$ cat src/rtl/dec_pkg.sv
package dec_pkg;
   typedef enum logic [1:0] {
      DR_COUNT  = 2'd0,
      DR_RELOAD = 2'd1,
      DR_CTRL   = 2'd2,
      DR_STATUS = 2'd3
   } dec_reg_e;

   localparam int CTL_W  = 2;
   localparam int CTL_IE = 0;   // interrupt enable
   localparam int CTL_AR = 1;   // auto-reload enable
endpackage

$ cat src/rtl/dec_count.sv
module dec_count #(
   parameter int CNT_W = 32
) (
   input  logic             clk,
   input  logic             rst_n,
   input  logic             tick_en,
   input  logic             load_en,
   input  logic [CNT_W-1:0] load_val,
   input  logic             auto_rel,
   input  logic [CNT_W-1:0] rel_val,
   output logic [CNT_W-1:0] cnt_q,
   output logic             zero_evt
);
   localparam logic [CNT_W-1:0] ONE  = CNT_W'(1);
   localparam logic [CNT_W-1:0] ZERO = '0;

   logic [CNT_W-1:0] cnt_d;
   logic             rel_ok;

   assign zero_evt = tick_en && !load_en && (cnt_q == ONE);
   assign rel_ok   = auto_rel && (rel_val != ZERO);

   always_comb begin
      cnt_d = cnt_q;
      if (load_en)
         cnt_d = load_val;
      else if (zero_evt)
         cnt_d = rel_ok ? rel_val : ZERO;
      else if (tick_en && cnt_q != ZERO)
         cnt_d = cnt_q - ONE;
   end

   always_ff @(posedge clk or negedge rst_n) begin
      if (!rst_n) cnt_q <= '0;
      else        cnt_q <= cnt_d;
   end
endmodule

$ cat src/rtl/dec_regs.sv
module dec_regs
   import dec_pkg::*;
#(
   parameter int CNT_W = 32
) (
   input  logic             clk,
   input  logic             rst_n,
   input  logic             wr_en,
   input  dec_reg_e         wr_sel,
   input  logic [CNT_W-1:0] wr_data,
   input  logic             zero_evt,
   output logic [CNT_W-1:0] rel_q,
   output logic [CTL_W-1:0] ctl_q,
   output logic             flag_q
);
   logic clr_req;
   assign clr_req = wr_en && (wr_sel == DR_STATUS) && wr_data[0];

   always_ff @(posedge clk or negedge rst_n) begin
      if (!rst_n) begin
         rel_q  <= '0;
         ctl_q  <= '0;
         flag_q <= 1'b0;
      end else begin
         if (wr_en && wr_sel == DR_RELOAD) rel_q <= wr_data;
         if (wr_en && wr_sel == DR_CTRL)   ctl_q <= wr_data[CTL_W-1:0];
         if (zero_evt)      flag_q <= 1'b1;
         else if (clr_req)  flag_q <= 1'b0;
      end
   end
endmodule

$ cat src/rtl/dec_irq.sv
module dec_irq #(
   parameter bit IRQ_REGISTERED = 1'b0
) (
   input  logic clk,
   input  logic rst_n,
   input  logic flag,
   input  logic enable,
   output logic irq
);
   generate
      if (IRQ_REGISTERED) begin : g_flop
         always_ff @(posedge clk or negedge rst_n) begin
            if (!rst_n) irq <= 1'b0;
            else        irq <= flag & enable;
         end
      end else begin : g_comb
         logic unused_clk;
         assign unused_clk = clk ^ rst_n;
         assign irq = flag & enable;
      end
   endgenerate
endmodule

$ cat src/rtl/dec_timer.sv
module dec_timer
   import dec_pkg::*;
#(
   parameter int CNT_W          = 32,
   parameter bit IRQ_REGISTERED = 1'b0
) (
   input  logic             clk,
   input  logic             rst_n,
   input  logic             tick_en,
   input  logic             wr_en,
   input  logic [1:0]       wr_addr,
   input  logic [CNT_W-1:0] wr_data,
   input  logic [1:0]       rd_addr,
   output logic [CNT_W-1:0] rd_data,
   output logic             irq
);
   generate
      if (CNT_W < 2 || CNT_W > 64) begin : g_bad_width
         $error("dec_timer: CNT_W must be in 2..64");
      end
   endgenerate

   dec_reg_e         wr_sel;
   logic [CNT_W-1:0] cnt_q, rel_q;
   logic [CTL_W-1:0] ctl_q;
   logic             flag_q, zero_evt, cnt_wr;

   assign wr_sel = dec_reg_e'(wr_addr);
   assign cnt_wr = wr_en && (wr_sel == DR_COUNT);

   dec_count #(.CNT_W(CNT_W)) u_count (
      .clk(clk), .rst_n(rst_n), .tick_en(tick_en),
      .load_en(cnt_wr), .load_val(wr_data),
      .auto_rel(ctl_q[CTL_AR]), .rel_val(rel_q),
      .cnt_q(cnt_q), .zero_evt(zero_evt)
   );

   dec_regs #(.CNT_W(CNT_W)) u_regs (
      .clk(clk), .rst_n(rst_n), .wr_en(wr_en), .wr_sel(wr_sel),
      .wr_data(wr_data), .zero_evt(zero_evt),
      .rel_q(rel_q), .ctl_q(ctl_q), .flag_q(flag_q)
   );

   dec_irq #(.IRQ_REGISTERED(IRQ_REGISTERED)) u_irq (
      .clk(clk), .rst_n(rst_n), .flag(flag_q),
      .enable(ctl_q[CTL_IE]), .irq(irq)
   );

   always_comb begin
      rd_data = '0;
      case (dec_reg_e'(rd_addr))
         DR_COUNT:  rd_data = cnt_q;
         DR_RELOAD: rd_data = rel_q;
         DR_CTRL:   rd_data[CTL_W-1:0] = ctl_q;
         DR_STATUS: rd_data[0] = flag_q;
         default:   rd_data = '0;
      endcase
   end
endmodule

$ cat config.mk
export PLATFORM = sky130hd
export DESIGN_NAME = dec_timer
export DESIGN_NICKNAME = d
export VERILOG_FILES = /design/src/rtl/dec_pkg.sv /design/src/rtl/dec_count.sv /design/src/rtl/dec_regs.sv /design/src/rtl/dec_irq.sv /design/src/rtl/dec_timer.sv
export SDC_FILE = /design/constraint.sdc
export NUM_CORES = 1
export LEC_CHECK = 0
export BUFFER_PORTS_ARGS = -buffer_cell sky130_fd_sc_hd__buf_2
export CAP_MARGIN = 10
export CORE_ASPECT_RATIO = 1.4
export CORE_MARGIN = 8
export CORE_UTILIZATION = 40
export DETAILED_ROUTE_END_ITERATION = 8
export REMOVE_ABC_BUFFERS = 1
export SLEW_MARGIN = 20
export SYNTH_ARGS = -nofsm -noshare
export SYNTH_HDL_FRONTEND = slang
export SYNTH_HIERARCHICAL = 1
export SYNTH_SLANG_ARGS = --single-unit
$ cat constraint.sdc
create_clock -name clk -period 3.9 [get_ports clk]
set_input_delay 0.195 -clock clk [delete_from_list [all_inputs] [get_ports clk]]
set_output_delay 0.195 -clock clk [all_outputs]
set_load 0.02 [all_outputs]
### After elaboration in Yosys (flattened, before gate mapping)

Cells that the tools add are included.

* add/sub/neg operators: 1
* multiply operators: 0
* divide/modulo/power cells: 0
* $lt $le $gt $ge: 0
* equality and inequality tests: 7
* shift operators: 0
* mux-type cells: 9
* bitwise logic cells: 1
* reduce and logical (&&, ||, !) cells: 16

Operator list (number)
* two-way mux 32 bit: 4
* nonzero test 32 bit: 2
* one-hot mux 30 bit (2 select lines): 1
* equality test 32 x 1 -> 1 bit, second input constant: 1
* subtractor 32 x 1 -> 32 bit, second input constant: 1
* logical AND 1 bit: 9
* equality test 2 bit, second input constant: 4
* equality test 2 x 1 -> 1 bit, second input constant: 2
* logical NOT 2 bit: 2
* one-hot mux 1 bit (4 select lines): 1
* one-hot mux 1 bit (3 select lines): 1
* nonzero test 3 bit: 1
* two-way mux 1 bit: 2
* nonzero test 2 bit: 1
* bitwise AND 1 bit: 1
* logical NOT 1 bit: 1

* register bits: 67
* bits in latches: 0
* memory bits (writable): 0
* ROM bits: 0
* output and inout bits: 33
* logic and storage cells: 38
* memories kept: 0

### Depth between registers and ports, before layout

* word-level depth: 7
* depth in mapped cells: 9
* depth with buffers taken out: 8

### Hierarchy

Netlist, hierarchy kept.

By module, submodules not included
* dec_count: instances 1, cells each 294, area an instance 2426.1 sq um, seq. area each 800.8 sq um
* dec_regs: instances 1, cells each 76, area an instance 1446.4 sq um, seq. area each 875.8 sq um
* dec_timer: instances 1, cells each 73, area an instance 529.3 sq um, seq. area each 0.0 sq um
* dec_irq: instances 1, cells each 1, area an instance 6.3 sq um, seq. area each 0.0 sq um

### Worst setup path after synthesis

No wires, ideal clock.

* path kind: register to register
* from: register u_count.cnt_q[27]
* to: register u_count.cnt_q[30]
* arrival: 2.490 ns
* required time: 3.778 ns
* setup slack: 1.289 ns
* stages on the path, launching flop included: 7
* path buffers: 1
* period minus slack after synthesis: 2.611 ns
* cells stage by stage: dfrtp_1 or3_4 or4_4 or4_4 buf_6 a221o_1 a32o_1

* cells in the longest elaborated chain, start to end: 4
* elaborated cells between the ends (all ways): 9
* those cells by class: add/sub: 1; eq/ne: 1; mux: 3; reduce/logical: 4

RTL lines
* start, declared: RTL line dec_count.sv:11 `output logic [CNT_W-1:0] cnt_q,`
* start signal, assigned: RTL line dec_count.sv:35 `else cnt_q <= cnt_d;`
* subtractor 32 x 1 -> 32 bit or equality test 32 x 1 -> 1 bit (tied branches): RTL line dec_count.sv:30, dec_count.sv:20
* two-way mux 32 bit or logical AND 1 bit (tied branches): RTL line dec_count.sv:29, dec_count.sv:20
* two-way mux 32 bit: RTL line dec_count.sv:27 `else if (zero_evt)`
* two-way mux 32 bit: RTL line dec_count.sv:25 `if (load_en)`

Parallel ways exist; a longest one is shown, timed or not. The select of a mux whose other input is x is not followed.
A chain may end at the register's enable or synchronous reset.

### Final worst setup path

* from: register u_count.cnt_q[27]
* to: register u_count.cnt_q[30]

* cells in the longest elaborated chain, start to end: 4
* elaborated cells between the ends (all ways): 9
* those cells by class: add/sub: 1; eq/ne: 1; mux: 3; reduce/logical: 4

RTL lines
* equality test 32 x 1 -> 1 bit *: RTL line dec_count.sv:20 `assign zero_evt = tick_en && !load_en && (cnt_q == ONE);`
* logical AND 1 bit *: RTL line dec_count.sv:20
* via zero_evt: RTL line dec_timer.sv:26 `logic flag_q, zero_evt, cnt_wr;`
* two-way mux 32 bit: RTL line dec_count.sv:27
* two-way mux 32 bit: RTL line dec_count.sv:25

The timed path passes the listed nets; every way through them passes the cells marked *. The select of a mux whose other input is x is not followed.

==> results.cfg <==
[outcome]
status = completed

[setup_path]
start_kind = flop
crit_fanout = 22
worstSetupEndpoint = u_count/cnt_q[30]
required_ns = 4.18
r2r_cells = 7
critical-path-max-stage-delay_ns = 0.71
crit_arrival_ns = 3.47
reg2reg_from = u_count/cnt_q[27]
cp_cell_sequence = or3_4, or4_4, or4_4, inv_2, and2_1, a221o_1, a32o_1
reg2reg_slack_ns = 0.70
reg2reg_to = u_count/cnt_q[30]
setup.worst_path.class = reg -> reg
cp_slowest_cell = or4_4
crit_top_cell = or4_4
endpoint_kind = flop
crit_start = u_count/cnt_q[27]

[clocking]
cts-root-buf = clkbuf_16
cts_resized = 0
post_cts_buffers = 0
cts_buffers = 9
htree_levels = 3
holdBufCountCts = 0
clock_sinks = 67
cts_buffer_depth = 2
path_clk_slew_ns = 0.05
clock_latency_ns = 0.34
cts_tree = done

[die]
placementRows = 45
initial_core_util = 0.408
pin_count = 73
dieArea_um2 = 14700
die_y_um = 140
fp.coreArea_um2 = 10800
die-width_um = 105

[final_layout]
syn_to_final_growth_pct = 16.0
antenna_cells = 0
drive_gt1_frac = 0.282
finalNetCount = 548
final_core_util = 0.473

[logic_synthesis]
synth_cells = 444
synthDistinctLibCells = 55
async_reset_ff_frac = 1.00
ys_ff_latch = 67
synth.most_common_cell = dfrtp_1
synth-edff-count = 0
ys_seq_area_frac = 0.380
yosys_warnings = 6
mappedNetlistArea_um2 = 4410
ys.flop_type = dfrtp_1
yosysTopAreaCellShare = 0.380
synth_common_cells = dfrtp_1, nor2_1, o21ai_0
syn_area_per_cell_um2 = 9.93
yosysTopAreaCell = dfrtp_1
synthTopCellsByArea = dfrtp_1, mux2_4, mux2i_1

[power]
peakVddDrop_mv = 0.285
p_switching_mw = 0.947
swShare = 0.357
seq_power_share = 0.416
p_clk_frac = 0.291
p_leak_nw = 2.33
cell_internal_pwr_mw = 1.70
p_per_area_nw_per_um2 = 518
combinationalPowerShare = 0.293

[sta]
hold_viol_final = 0
fin_crit_sh = 0.820
worst_slew_pin_slew_ns = 0.988
slew_violations = 0
rsz0062_at_grt = no
setup_viol = 0
maxSlewHeadroom = 0.341
setup_ws_ns = 0.701
timing.fmax_mhz = 313
setup-tns-final_ns = 0
clock_skew_ns = 0.00444
fin_crit_ns = 3.20

[routing]
dr.first_iter.drc_count = 259
vias = 3843
antenna_left = 0
routed_wl_um = 13100
vias_per_cell = 5.90
drc = 0
wire_per_inst_um = 20.1
drtPass1Iterations = 4

[placed_design]
portBuffers = 72
gp_routability_congestion = 0.866
place_ws_ns = 0.730
hpwl_um = 9320

[grt]
grt_usage = 0.183
antenna_found_initial = 0
grt_pass1_vias = 4167
grt.overflow.total = 0
grt_pass1_wl_um = 21700
grt_max_degree = 42

[run]
maxCapViolations = 0

[min_path]
hold_path_class = in -> async
## area by class of cell
cell class              instances  area [um^2]
clock buffers                  13          270
clock inverters                 2         10.0
fillers                      1082         5700
inverters                       5         18.8
multi-input cells             340         2520
flip-flops and latches         67         1680
well taps                     141          176
repair buffers                 83          443
## logic make-up (layout without fill, tap and decap cells)
kind of cell / Yosys count / count (layout) / share of synthesized area
AOI/OAI and AO/OA: 101 / 101 / 0.154
xor gates and xnor gates: 20 / 20 / 0.0397
adders and majority gates: 2 / 2 / 0.00568
buffers and inverters: 37 / 103 / 0.0500
DFF: 67 / 67 / 0.380
muxes: 66 / 66 / 0.188
and+or+nand+nor: 151 / 151 / 0.183
## worst max-delay path, delay by kind of cell, from the launching register on
kind | cells | cell delay, ns
and+or+nand+nor | 4 | 2.03
DFF | 1 | 0.43
AOI/OAI and AO/OA | 2 | 0.38
buffers and inverters | 1 | 0.29
## power groups by stage
stage          combinational [mW]  clock [mW]  sequential (mW)
4_1_cts                     0.778       0.787             1.10
3_3_place_gp                0.765           0             1.10
5_1_grt                     0.854       0.817             1.13
2_1_floorplan               0.555           0             1.03
3_5_place_dp                0.772           0             1.11
6_report                    0.777       0.771             1.10
## stage by stage
stage,hold slack (ns),power [mW],cell area (um^2),std cells
4_1_cts,0.0465,2.67,5110,651
2_1_floorplan,-0.101,1.58,4210,412
3_3_place_gp,0.406,1.87,4830,636
3_5_place_dp,0.408,1.88,4830,636
5_1_grt,0.0902,2.80,5110,651
6_report,0.0120,2.65,5110,651
## sequential cells by signal, indices dropped and copies added (netlist names)
register / cells
u_count/cnt_q: 32
u_regs/flag_q: 1
u_regs/rel_q: 32
u_regs/ctl_q: 2
## how the worst min path moves through the flow
stage,start,end,slack [ns]
after detailed placement,rst_n,u_regs/rel_q[11],0.41
after global routing,rst_n,u_regs/rel_q[2],0.09
after floorplan,rst_n,u_count/cnt_q[0],-0.10
final,rst_n,u_regs/rel_q[2],0.01
after global placement,rst_n,u_regs/rel_q[0],0.41
after CTS,rst_n,u_regs/rel_q[11],0.05
## metal layers
layer	up-vias	routed length, um	GRT usage	share of wire
met5	-	0	0	0
met4	0	289	0.0913	0.022
met3	20	729	0.0413	0.056
met2	144	6700	0.310	0.51
met1	1873	5390	0.211	0.41
li1	1806	-	-	-
## cell usage in the layout, fill, tap and decap left out, drive strengths merged, types with 3 or more instances in the layout
cell / count
nand3b: 4
nand2b: 3
nand3: 4
a31oi: 4
clkbuf: 13
nand2: 27
xor2: 15
or3: 6
o31ai: 5
dfrtp: 67
nor4: 24
or2: 3
o21ai: 45
nor2: 45
xnor2: 5
mux2i: 31
o22ai: 3
a221oi: 21
or4: 4
a22oi: 4
a211oi: 4
nand4: 8
nor3: 13
mux2: 34
buf: 83
inv: 5
Power figures use the tool's default switching activity.
